`src/rtl/msi_dbl_pkg.sv`:
```
package msi_dbl_pkg;

    localparam int NUM_VEC   = 256;
    localparam int WORD_W    = 32;
    localparam int NUM_WORDS = NUM_VEC / WORD_W;
    localparam int WIDX_W    = $clog2(NUM_WORDS);
    localparam int VIDX_W    = $clog2(NUM_VEC);
    localparam int ADDR_W    = 8;
    localparam int DATA_W    = 32;

    localparam logic [ADDR_W-1:0] OFS_DOORBELL = 8'h7C;
    localparam logic [ADDR_W-1:0] OFS_STATUS   = 8'h80;
    localparam logic [ADDR_W-1:0] OFS_ENABLE   = 8'hA0;

    typedef enum logic [1:0] {
        RGN_NONE,
        RGN_DOORBELL,
        RGN_STATUS,
        RGN_ENABLE
    } region_e;

    typedef struct packed {
        region_e             rgn;
        logic [WIDX_W-1:0]   word;
    } reg_sel_t;

    typedef struct packed {
        logic                valid;
        logic [VIDX_W-1:0]   vec;
    } vec_req_t;

    // Interpret doorbell data as a vector number; out-of-range values are dropped.
    function automatic vec_req_t vec_parse(input logic [DATA_W-1:0] d);
        vec_req_t r;
        r.valid = ((d >> VIDX_W) == '0);
        r.vec   = d[VIDX_W-1:0];
        return r;
    endfunction

    function automatic logic [NUM_VEC-1:0] vec_onehot(input vec_req_t r);
        logic [NUM_VEC-1:0] m;
        m = '0;
        if (r.valid) m[r.vec] = 1'b1;
        return m;
    endfunction

endpackage

```
`src/rtl/msi_reg_decode.sv`:
```
module msi_reg_decode
    import msi_dbl_pkg::*;
#(
    parameter logic [ADDR_W-1:0] DB_OFS   = OFS_DOORBELL,
    parameter logic [ADDR_W-1:0] STAT_OFS = OFS_STATUS,
    parameter logic [ADDR_W-1:0] EN_OFS   = OFS_ENABLE
) (
    input  logic [ADDR_W-1:0] addr,
    output reg_sel_t          sel
);

    localparam logic [ADDR_W-1:0] BANK_SPAN = ADDR_W'(NUM_WORDS * 4);

    logic [ADDR_W-1:0] stat_off;
    logic [ADDR_W-1:0] en_off;
    logic              aligned;

    always_comb begin
        stat_off = addr - STAT_OFS;
        en_off   = addr - EN_OFS;
        aligned  = (addr[1:0] == 2'b00);
        sel.rgn  = RGN_NONE;
        sel.word = '0;
        if (addr == DB_OFS) begin
            sel.rgn = RGN_DOORBELL;
        end else if (aligned && addr >= STAT_OFS && stat_off < BANK_SPAN) begin
            sel.rgn  = RGN_STATUS;
            sel.word = stat_off[2 +: WIDX_W];
        end else if (aligned && addr >= EN_OFS && en_off < BANK_SPAN) begin
            sel.rgn  = RGN_ENABLE;
            sel.word = en_off[2 +: WIDX_W];
        end
    end

endmodule

```
`src/rtl/msi_word_slice.sv`:
```
module msi_word_slice
    import msi_dbl_pkg::*;
(
    input  logic              clk,
    input  logic              rst,
    input  logic [WORD_W-1:0] set_bits,
    input  logic [WORD_W-1:0] clr_bits,
    input  logic              en_we,
    input  logic [WORD_W-1:0] en_wdata,
    output logic [WORD_W-1:0] pend,
    output logic [WORD_W-1:0] en
);

    // Clear is applied first, then set, so a coincident doorbell survives.
    always_ff @(posedge clk) begin
        if (rst) begin
            pend <= '0;
            en   <= '0;
        end else begin
            pend <= (pend & ~clr_bits) | set_bits;
            if (en_we) en <= en_wdata;
        end
    end

endmodule

```
`src/rtl/msi_doorbell_ctrl.sv`:
```
module msi_doorbell_ctrl
    import msi_dbl_pkg::*;
#(
    parameter logic [ADDR_W-1:0] DB_OFS   = OFS_DOORBELL,
    parameter logic [ADDR_W-1:0] STAT_OFS = OFS_STATUS,
    parameter logic [ADDR_W-1:0] EN_OFS   = OFS_ENABLE
) (
    input  logic              clk,
    input  logic              rst,
    input  logic              in_wr,
    input  logic [7:0]        in_addr,
    input  logic [31:0]       in_data,
    input  logic              cpu_wr,
    input  logic              cpu_rd,
    input  logic [7:0]        cpu_addr,
    input  logic [31:0]       cpu_wdata,
    output logic [31:0]       cpu_rdata,
    output logic              irq_out
);

    reg_sel_t           in_sel;
    reg_sel_t           cpu_sel;
    vec_req_t           in_req;
    vec_req_t           cpu_req;
    logic [NUM_VEC-1:0] set_all;
    logic [NUM_VEC-1:0] pending_flat;
    logic [NUM_VEC-1:0] enable_flat;
    logic [DATA_W-1:0]  rd_mux;

    msi_reg_decode #(.DB_OFS(DB_OFS), .STAT_OFS(STAT_OFS), .EN_OFS(EN_OFS)) u_in_dec (
        .addr (in_addr),
        .sel  (in_sel)
    );

    msi_reg_decode #(.DB_OFS(DB_OFS), .STAT_OFS(STAT_OFS), .EN_OFS(EN_OFS)) u_cpu_dec (
        .addr (cpu_addr),
        .sel  (cpu_sel)
    );

    always_comb begin
        in_req        = vec_parse(in_data);
        in_req.valid  = in_req.valid & in_wr & (in_sel.rgn == RGN_DOORBELL);
        cpu_req       = vec_parse(cpu_wdata);
        cpu_req.valid = cpu_req.valid & cpu_wr & (cpu_sel.rgn == RGN_DOORBELL);
        set_all       = vec_onehot(in_req) | vec_onehot(cpu_req);
    end

    for (genvar w = 0; w < NUM_WORDS; w++) begin : g_word
        logic [WORD_W-1:0] clr_w;
        logic              en_we_w;
        logic [WORD_W-1:0] pend_w;
        logic [WORD_W-1:0] en_w;

        always_comb begin
            clr_w   = (cpu_wr && cpu_sel.rgn == RGN_STATUS && cpu_sel.word == WIDX_W'(w))
                      ? cpu_wdata : '0;
            en_we_w = cpu_wr && cpu_sel.rgn == RGN_ENABLE && cpu_sel.word == WIDX_W'(w);
        end

        msi_word_slice u_slice (
            .clk      (clk),
            .rst      (rst),
            .set_bits (set_all[w*WORD_W +: WORD_W]),
            .clr_bits (clr_w),
            .en_we    (en_we_w),
            .en_wdata (cpu_wdata),
            .pend     (pend_w),
            .en       (en_w)
        );

        assign pending_flat[w*WORD_W +: WORD_W] = pend_w;
        assign enable_flat[w*WORD_W +: WORD_W]  = en_w;
    end

    always_comb begin
        case (cpu_sel.rgn)
            RGN_STATUS: rd_mux = pending_flat[cpu_sel.word*WORD_W +: WORD_W];
            RGN_ENABLE: rd_mux = enable_flat[cpu_sel.word*WORD_W +: WORD_W];
            default:    rd_mux = '0;
        endcase
    end

    always_ff @(posedge clk) begin
        if (rst) begin
            cpu_rdata <= '0;
            irq_out   <= 1'b0;
        end else begin
            cpu_rdata <= cpu_rd ? rd_mux : '0;
            irq_out   <= |(pending_flat & enable_flat);
        end
    end

endmodule

```
`config.mk`:
```
export PLATFORM = sky130hd
export DESIGN_NAME = msi_doorbell_ctrl
export DESIGN_NICKNAME = d
export VERILOG_FILES = /design/src/rtl/msi_dbl_pkg.sv /design/src/rtl/msi_reg_decode.sv /design/src/rtl/msi_word_slice.sv /design/src/rtl/msi_doorbell_ctrl.sv
export SDC_FILE = /design/constraint.sdc
export NUM_CORES = 2
export LEC_CHECK = 0
export BUFFER_PORTS_ARGS = -buffer_cell sky130_fd_sc_hd__buf_4
export CELL_PAD_IN_SITES_DETAIL_PLACEMENT = 1
export CELL_PAD_IN_SITES_GLOBAL_PLACEMENT = 1
export CORE_UTILIZATION = 42
export CTS_BUF_LIST = sky130_fd_sc_hd__clkbuf_4 sky130_fd_sc_hd__clkbuf_8 sky130_fd_sc_hd__clkbuf_16
export DETAILED_ROUTE_END_ITERATION = 10
export HOLD_SLACK_MARGIN = 0.12
export MAX_ROUTING_LAYER = met4
export PLACE_DENSITY = 0.87
export SLEW_MARGIN = 20
export SYNTH_ARGS = -nofsm -noshare
export SYNTH_HDL_FRONTEND = slang
export SYNTH_SLANG_ARGS = --single-unit
```
`constraint.sdc`:
```
create_clock -name clk -period 2.5 [get_ports clk]
set_input_delay 0.375 -clock clk [delete_from_list [all_inputs] [get_ports clk]]
set_output_delay 0.375 -clock clk [all_outputs]
set_load 0.02 [all_outputs]
```
-- Yosys cells after proc, flatten, opt, wreduce, memory -nomap -nowiden
Cells that the tools add are included.
- $add $sub $neg: 4
- $mul: 0
- divide/modulo/power cells: 0
- order comparisons: 12
- equal/unequal tests: 13
- shift operators: 2
- multiplexer cells: 22
- bitwise operators: 31
- reduce and logical (&&, ||, !) cells: 35
- operators with widths (operator ; number):
    256-bit 2-to-1 mux ; 2
    256-bit by 9-bit variable part select with 32-bit output ; 2
    256-bit AND ; 1
    32-bit AND ; 8
    32-bit 2-to-1 mux ; 8
    32-bit NOT ; 8
    256-bit OR ; 1
    32-bit OR ; 8
    256-bit OR reduction ; 1
    32-bit zero test ; 2
    32-bit case mux with 2 select lines ; 1
    8-bit >= comparator (second input constant) ; 4
    8-bit by 6-bit less-than comparator with 1-bit output (second input constant) ; 4
    8-bit subtractor (second input constant) ; 4
    1-bit logical AND ; 28
    5-bit 2-to-1 mux ; 4
    8-bit by 9-bit less-than comparator with 1-bit output (second input constant) ; 2
    1-bit demux with 8-bit select ; 2
    8-bit by 7-bit equality test with 1-bit output (second input constant) ; 2
    8-bit by 1-bit >= comparator with 1-bit output (second input constant) ; 2
    3-bit equality test (second input constant) ; 4
    3-bit by 2-bit equality test with 1-bit output (second input constant) ; 2
    1-bit AND ; 4
    2-bit by 1-bit equality test with 1-bit output (second input constant) ; 2
    other kinds (9) ; 13
- register bits: 545
- latch bits: 0
- memory bits (writable): 0
- ROM bits: 0
- input port bits: 85
- output and inout bits: 33
- logic and storage cells: 137
- memories: 0

-- Logic depth before layout (Yosys ltp)
- depth in word-level cells: 13
- mapped depth: 11
- gate-level depth less buffers: 7

-- Hierarchy
From an unflattened synthesis, not the netlist that was laid out.
- cells, all modules: 3092
- area total of the unflattened synthesis: 28960.3 µm²
- modules (own cells, without submodules) (module ; times used ; cells an instance ; area an instance (µm²) ; seq. area each (µm²)):
    msi_word_slice ; 8 ; 235 ; 2308.5 ; 1281.2
    msi_doorbell_ctrl ; 1 ; 1178 ; 10247.3 ; 660.6
    msi_reg_decode ; 2 ; 17 ; 122.6 ; 0.0

-- Worst setup path before layout
Ideal clock, no wire load.
- kind: input port to flip-flop
- start: input port cpu_addr[5]
- end: register cpu_rdata[27]
- setup time: 0.139 ns
- arrival: 2.288 ns
- required time: 2.361 ns
- slack: 0.073 ns
- stages on the path: 10
- buffers on the path: 3
- cell sequence: inv_1 ha_1 and3b_1 clkbuf_1 nand2_1 clkbuf_1 clkbuf_1 mux4_2 o31ai_1 a211oi_1
- cells in the longest elaborated chain, start to end: 8
- elaborated cells between the ends (all ways): 20
- those cells by class: add/sub: 2; order compare: 4; eq/ne: 3; shift: 2; mux: 5; reduce/logical: 4
- ends and longest elaborated chain (item ; line ; source):
    start, declared ; msi_doorbell_ctrl.sv:15 ; input logic [7:0] cpu_addr,
    8-bit subtractor / 8-bit >= comparator (equally long branches) ; msi_reg_decode.sv:20, msi_reg_decode.sv:29 ;
    8-bit by 6-bit less-than comparator with 1-bit output / 1-bit logical AND (equally long branches) ; msi_reg_decode.sv:29 ; end else if (aligned && addr >= EN_OFS && en_off < BANK_SPAN) begin
    1-bit logical AND ; msi_reg_decode.sv:29 ;
    5-bit 2-to-1 mux ; msi_reg_decode.sv:29 ;
    5-bit 2-to-1 mux ; msi_reg_decode.sv:26 ; end else if (aligned && addr >= STAT_OFS && stat_off < BANK_SPAN) begin
    3-bit 2-to-1 mux / 2-bit 2-to-1 mux (equally long branches) ; msi_reg_decode.sv:24 ; if (addr == DB_OFS) begin
    256-bit by 9-bit variable part select with 32-bit output (tied with other cells) ; msi_doorbell_ctrl.sv:78 ; RGN_ENABLE: rd_mux = enable_flat[cpu_sel.word*WORD_W +: WORD_W];
    32-bit case mux with 2 select lines * ; msi_doorbell_ctrl.sv:76 ; case (cpu_sel.rgn)
    end signal, assigned ; msi_doorbell_ctrl.sv:88 ; cpu_rdata <= cpu_rd ? rd_mux : '0;
    end, declared ; msi_doorbell_ctrl.sv:17 ; output logic [31:0] cpu_rdata,
Every way passes the cells marked *; elsewhere a longest branch is shown, timed or not.
A chain may end at the register's enable or synchronous reset.

-- Worst setup path in the final report
- start: register g_word[1].u_slice.pend[12]
- end: register irq_out
- cells in the longest elaborated chain, start to end: 2
- ends and longest elaborated chain (item ; line ; source):
    start, declared ; msi_word_slice.sv:10 ; output logic [WORD_W-1:0] pend,
    start signal, assigned ; msi_word_slice.sv:20 ; pend <= (pend & ~clr_bits) | set_bits;
    256-bit AND ; msi_doorbell_ctrl.sv:89 ; irq_out <= |(pending_flat & enable_flat);
    256-bit OR reduction ; msi_doorbell_ctrl.sv:89 ;
    end signal, assigned ; msi_doorbell_ctrl.sv:89 ;
    end, declared ; msi_doorbell_ctrl.sv:18 ; output logic irq_out
Every way passes these cells.

==> out/results.md <==
| Result | Reported | Unit |
|:---|:---|:---|
| Outcome | finished, violations left | - |
| Failing checks | setup timing | - |
| R2R setup slack | -40 | ps |
| Sum of net half-perimeters after detailed placement | 146 | mm |
| First-pass GRT wire length | 278 | mm |
| Critical Path AT | 3060 | ps |
| Worst-margin pin slew | 818 | ps |
| Clock tree from TritonCTS | built | - |
| Total via count in the routed design | 36000 | - |
| Worst-case headroom to the max-slew limit | 0.450 | - |
| Area of the die | 67400 | um2 |
| Type of destination of the critical path | flop | - |
| Fmax | 393 | MHz |
| Clock Tree Buf Depth | 3 | - |
| Number of enable-type register cells in the synthesized netlist | 0 | - |
| Wirelength per Cell | 42.7 | um |
| Final count of pins violating max slew | 0 | - |
| Clock transition at the register clock pins on the worst setup and hold paths after CTS | 60 | ps |
| CP Data Required Time | 3020 | ps |
| Cell Rows | 94 | - |
| Number of synthesized register bits | 545 | - |
| Number of levels the H-tree was split into | 3 | - |
| Power per cell area | 597 | nW/um2 |
| Detailed Route Iter0 Violations | 6878 | - |
| Syn nets | 3612 | - |
| Global placer's final weighted congestion | 1.11 | - |
| Post-Route Utilization | 0.547 | - |
| Routed length on met2 | 79.3 | mm |
| Kind of launch point of the worst setup path | flop | - |
| Source-to-sink clock delay at the later pin of the worst-skew pair | 640 | ps |
| Critical-path cell with the highest stage delay | or4_4 | - |
| Post-Route Hold Slack | 160 | ps |
| Width of the die | 260 | um |
| Final setup violating endpoints | 1 | - |
| Post-layout min period | 2540 | ps |
| Port Buffer Count | 117 | - |
| Min-Delay Path Class | in -> reg | - |
| Async SR Flop Fraction | 0 | - |
| Max stage delay on crit path | 520 | ps |
| Number of detailed-route iterations in the first pass | 8 | - |
| Highest routed layer | met4 | - |
| Sequential area share after synthesis | 0.391 | - |
| Share of the clock period used by the worst path after layout | 1.02 | - |
| Number of antenna violations at the first check in global routing | 22 | - |
| Remaining design rule violation count | 0 | - |
| Vertical die dimension | 260 | um |
| Max-cap violation count | 0 | - |
| Root cell of the clock tree | clkbuf_16 | - |
| Wire length on met1 | 69.8 | mm |
| Critical path start-end classification | reg -> reg | - |
| Pin count of the biggest net entering global routing | 97 | - |
| All-Layer GR Usage | 0.612 | - |
| Final-report hold violation count | 0 | - |
| Global route total overflow | 0 | - |
| Post-layout net count | 3927 | - |
| Yosys synthesis warning count | 0 | - |
| Post-synthesis cell type count | 60 | - |
| Area share of the leading cell type in the synthesized netlist | 0.391 | - |
| Total Routed Length | 204 | mm |
| Overall power | 0.0215 | W |
| Detail-routed via count per cell | 7.53 | - |
| Final worst clock skew | 21.0 | ps |
| Critical Path Fanout Max | 2 | - |
| Post-Synthesis Cell Area | 27900 | um2 |
| Core area | 65700 | um2 |
| Synth area leaders | dfxtp_1, nand2_1, a21oi_1 | - |
| Synthesized area divided by synthesized cell count | 7.91 | um2 |
| Area delta synth->final | 29.1 | % |
| Most used flip-flop cell after synthesis | dfxtp_1 | - |
| Number of clock buffers inserted by TritonCTS | 68 | - |
| Amount of wire on met3 after detailed routing | 33.1 | mm |
| Proportion of layout cells with a drive suffix above 1 | 0.227 | - |
| Most frequent CP cell | buf_4 | - |
| # clock sinks | 545 | - |
| Vias in the first global route | 34400 | - |
| Number of nets with antenna violations after detailed routing | 0 | - |
| Synth area leader | dfxtp_1 | - |
| Leakage | 12.1 | nW |
| Pre-CTS setup slack | -308 | ps |
| Setup slack of the critical path after layout | -43.9 | ps |
| Count of mapped cells out of synthesis | 3525 | - |
| Initial core utilization | 0.424 | - |
| Critical path cell sequence | a22oi_1 > nand4_1 > buf_4 > or4_4 > nor4_4 > buf_4 > a41oi_2 > buf_4 | - |
| Max VDD drop | 0.000583 | V |
| Number of placed I/O pins | 118 | - |
==> state kept, by name, indices dropped and copies added (netlist names) <==
name	flops
g_word.u_slice.en	256
g_word.u_slice.pend	256
cpu_rdata	32
irq_out	1
==> metrics by stage <==
stage	cell area, um2	cells	setup TNS, ps
2_1_floorplan	27900	3525	0
3_3_place_gp	33300	4631	-4430
3_5_place_dp	33300	4631	-15110
4_1_cts	35900	4757	0
5_1_grt	36000	4779	-4.51
6_report	36000	4784	-43.9
==> layer usage <==
metal	track usage	vias up
met1	0.701	17400
met2	0.806	3682
met4	0.514	0
met5	-	-
li1	-	13600
met3	0.277	1271
==> kinds of logic after synthesis <==
group | after synthesis | synth area share
and+or+nand+nor | 1365 | 0.234
AOI/OAI and AO/OA | 1159 | 0.266
adders and majority gates | 2 | 0.000898
muxes | 64 | 0.0517
buffers and inverters | 390 | 0.0555
DFF | 545 | 0.391
==> cell usage after synthesis, types with 16 or more instances <==
master     number
nand2_1       787
dfxtp_1       545
a21oi_1       519
clkbuf_1      284
nand3_1       189
o21ai_0       121
a22oi_1       113
nor3_1         86
nand2b_1       70
nand3b_1       67
mux4_2         64
o221ai_1       64
a31oi_1        55
a221oi_1       52
a22o_1         52
a221o_1        50
buf_2          46
o22ai_1        45
nor2_1         35
inv_1          34
nand4_1        27
a2111oi_1      26
nor4_1         25
a311oi_1       19
buf_1          19
or3_1          16
==> layout by cell type, fill, tap and decap left out, types with 45 or more instances in the layout <==
cell and count:
nand2_1 786, dfxtp_1 543, a21oi_1 518, buf_4 509, nand3_1 188, o21ai_0 121, a22oi_1 110, buf_12 87
nor3_1 73, clkbuf_16 71, nand2b_1 69, nand3b_1 67, o221ai_1 64, mux4_2 64, a31oi_1 55, a22o_1 52
a221o_1 50, a221oi_1 50, o22ai_1 45
==> path summary, 6_finish.rpt <==
path / from / to / cells after the start
max: g_word[1].u_slice.pend[12] / irq_out / 8
min: cpu_wdata[6] / g_word[1].u_slice.en[6] / 3
max reg2reg: g_word[1].u_slice.pend[12] / irq_out / 8
min reg2reg: g_word[2].u_slice.en[27] / g_word[2].u_slice.en[27] / 2
==> cell type report <==
class / count / area [um2]
tap: 864 / 1080
timing repair buffer: 600 / 5610
fill: 7816 / 29800
multi-input combinational: 2590 / 15700
sequential: 545 / 10900
inverter: 35 / 131
clock inverter: 25 / 424
antenna: 27 / 67.6
clock buffer: 98 / 2070
==> power breakdown <==
part           leakage, nW  switching, W  internal [W]  total (W)
logic                 6.44       0.00116      0.000429    0.00159
registers             4.39     0.0000108       0.00869    0.00870
clock network         1.24       0.00438       0.00682     0.0112
total                 12.1       0.00555        0.0159     0.0215
==> timing repair <==
item	in CTS	in global routing
pin swaps	1	1
endpoints found under the hold margin	6	0
gates resized for setup	4	8
setup endpoints to repair	1	1
buffers inserted	0	0
hold buffers	3	0
==> worst max-delay path, delay by kind of cell, from the launching register on <==
family / cells / cell delay (ps)
DFF: 1 / 380
buffers and inverters: 3 / 590
AOI/OAI and AO/OA: 2 / 450
and+or+nand+nor: 3 / 1010
No activity file was read; power rests on OpenSTA's default activity.
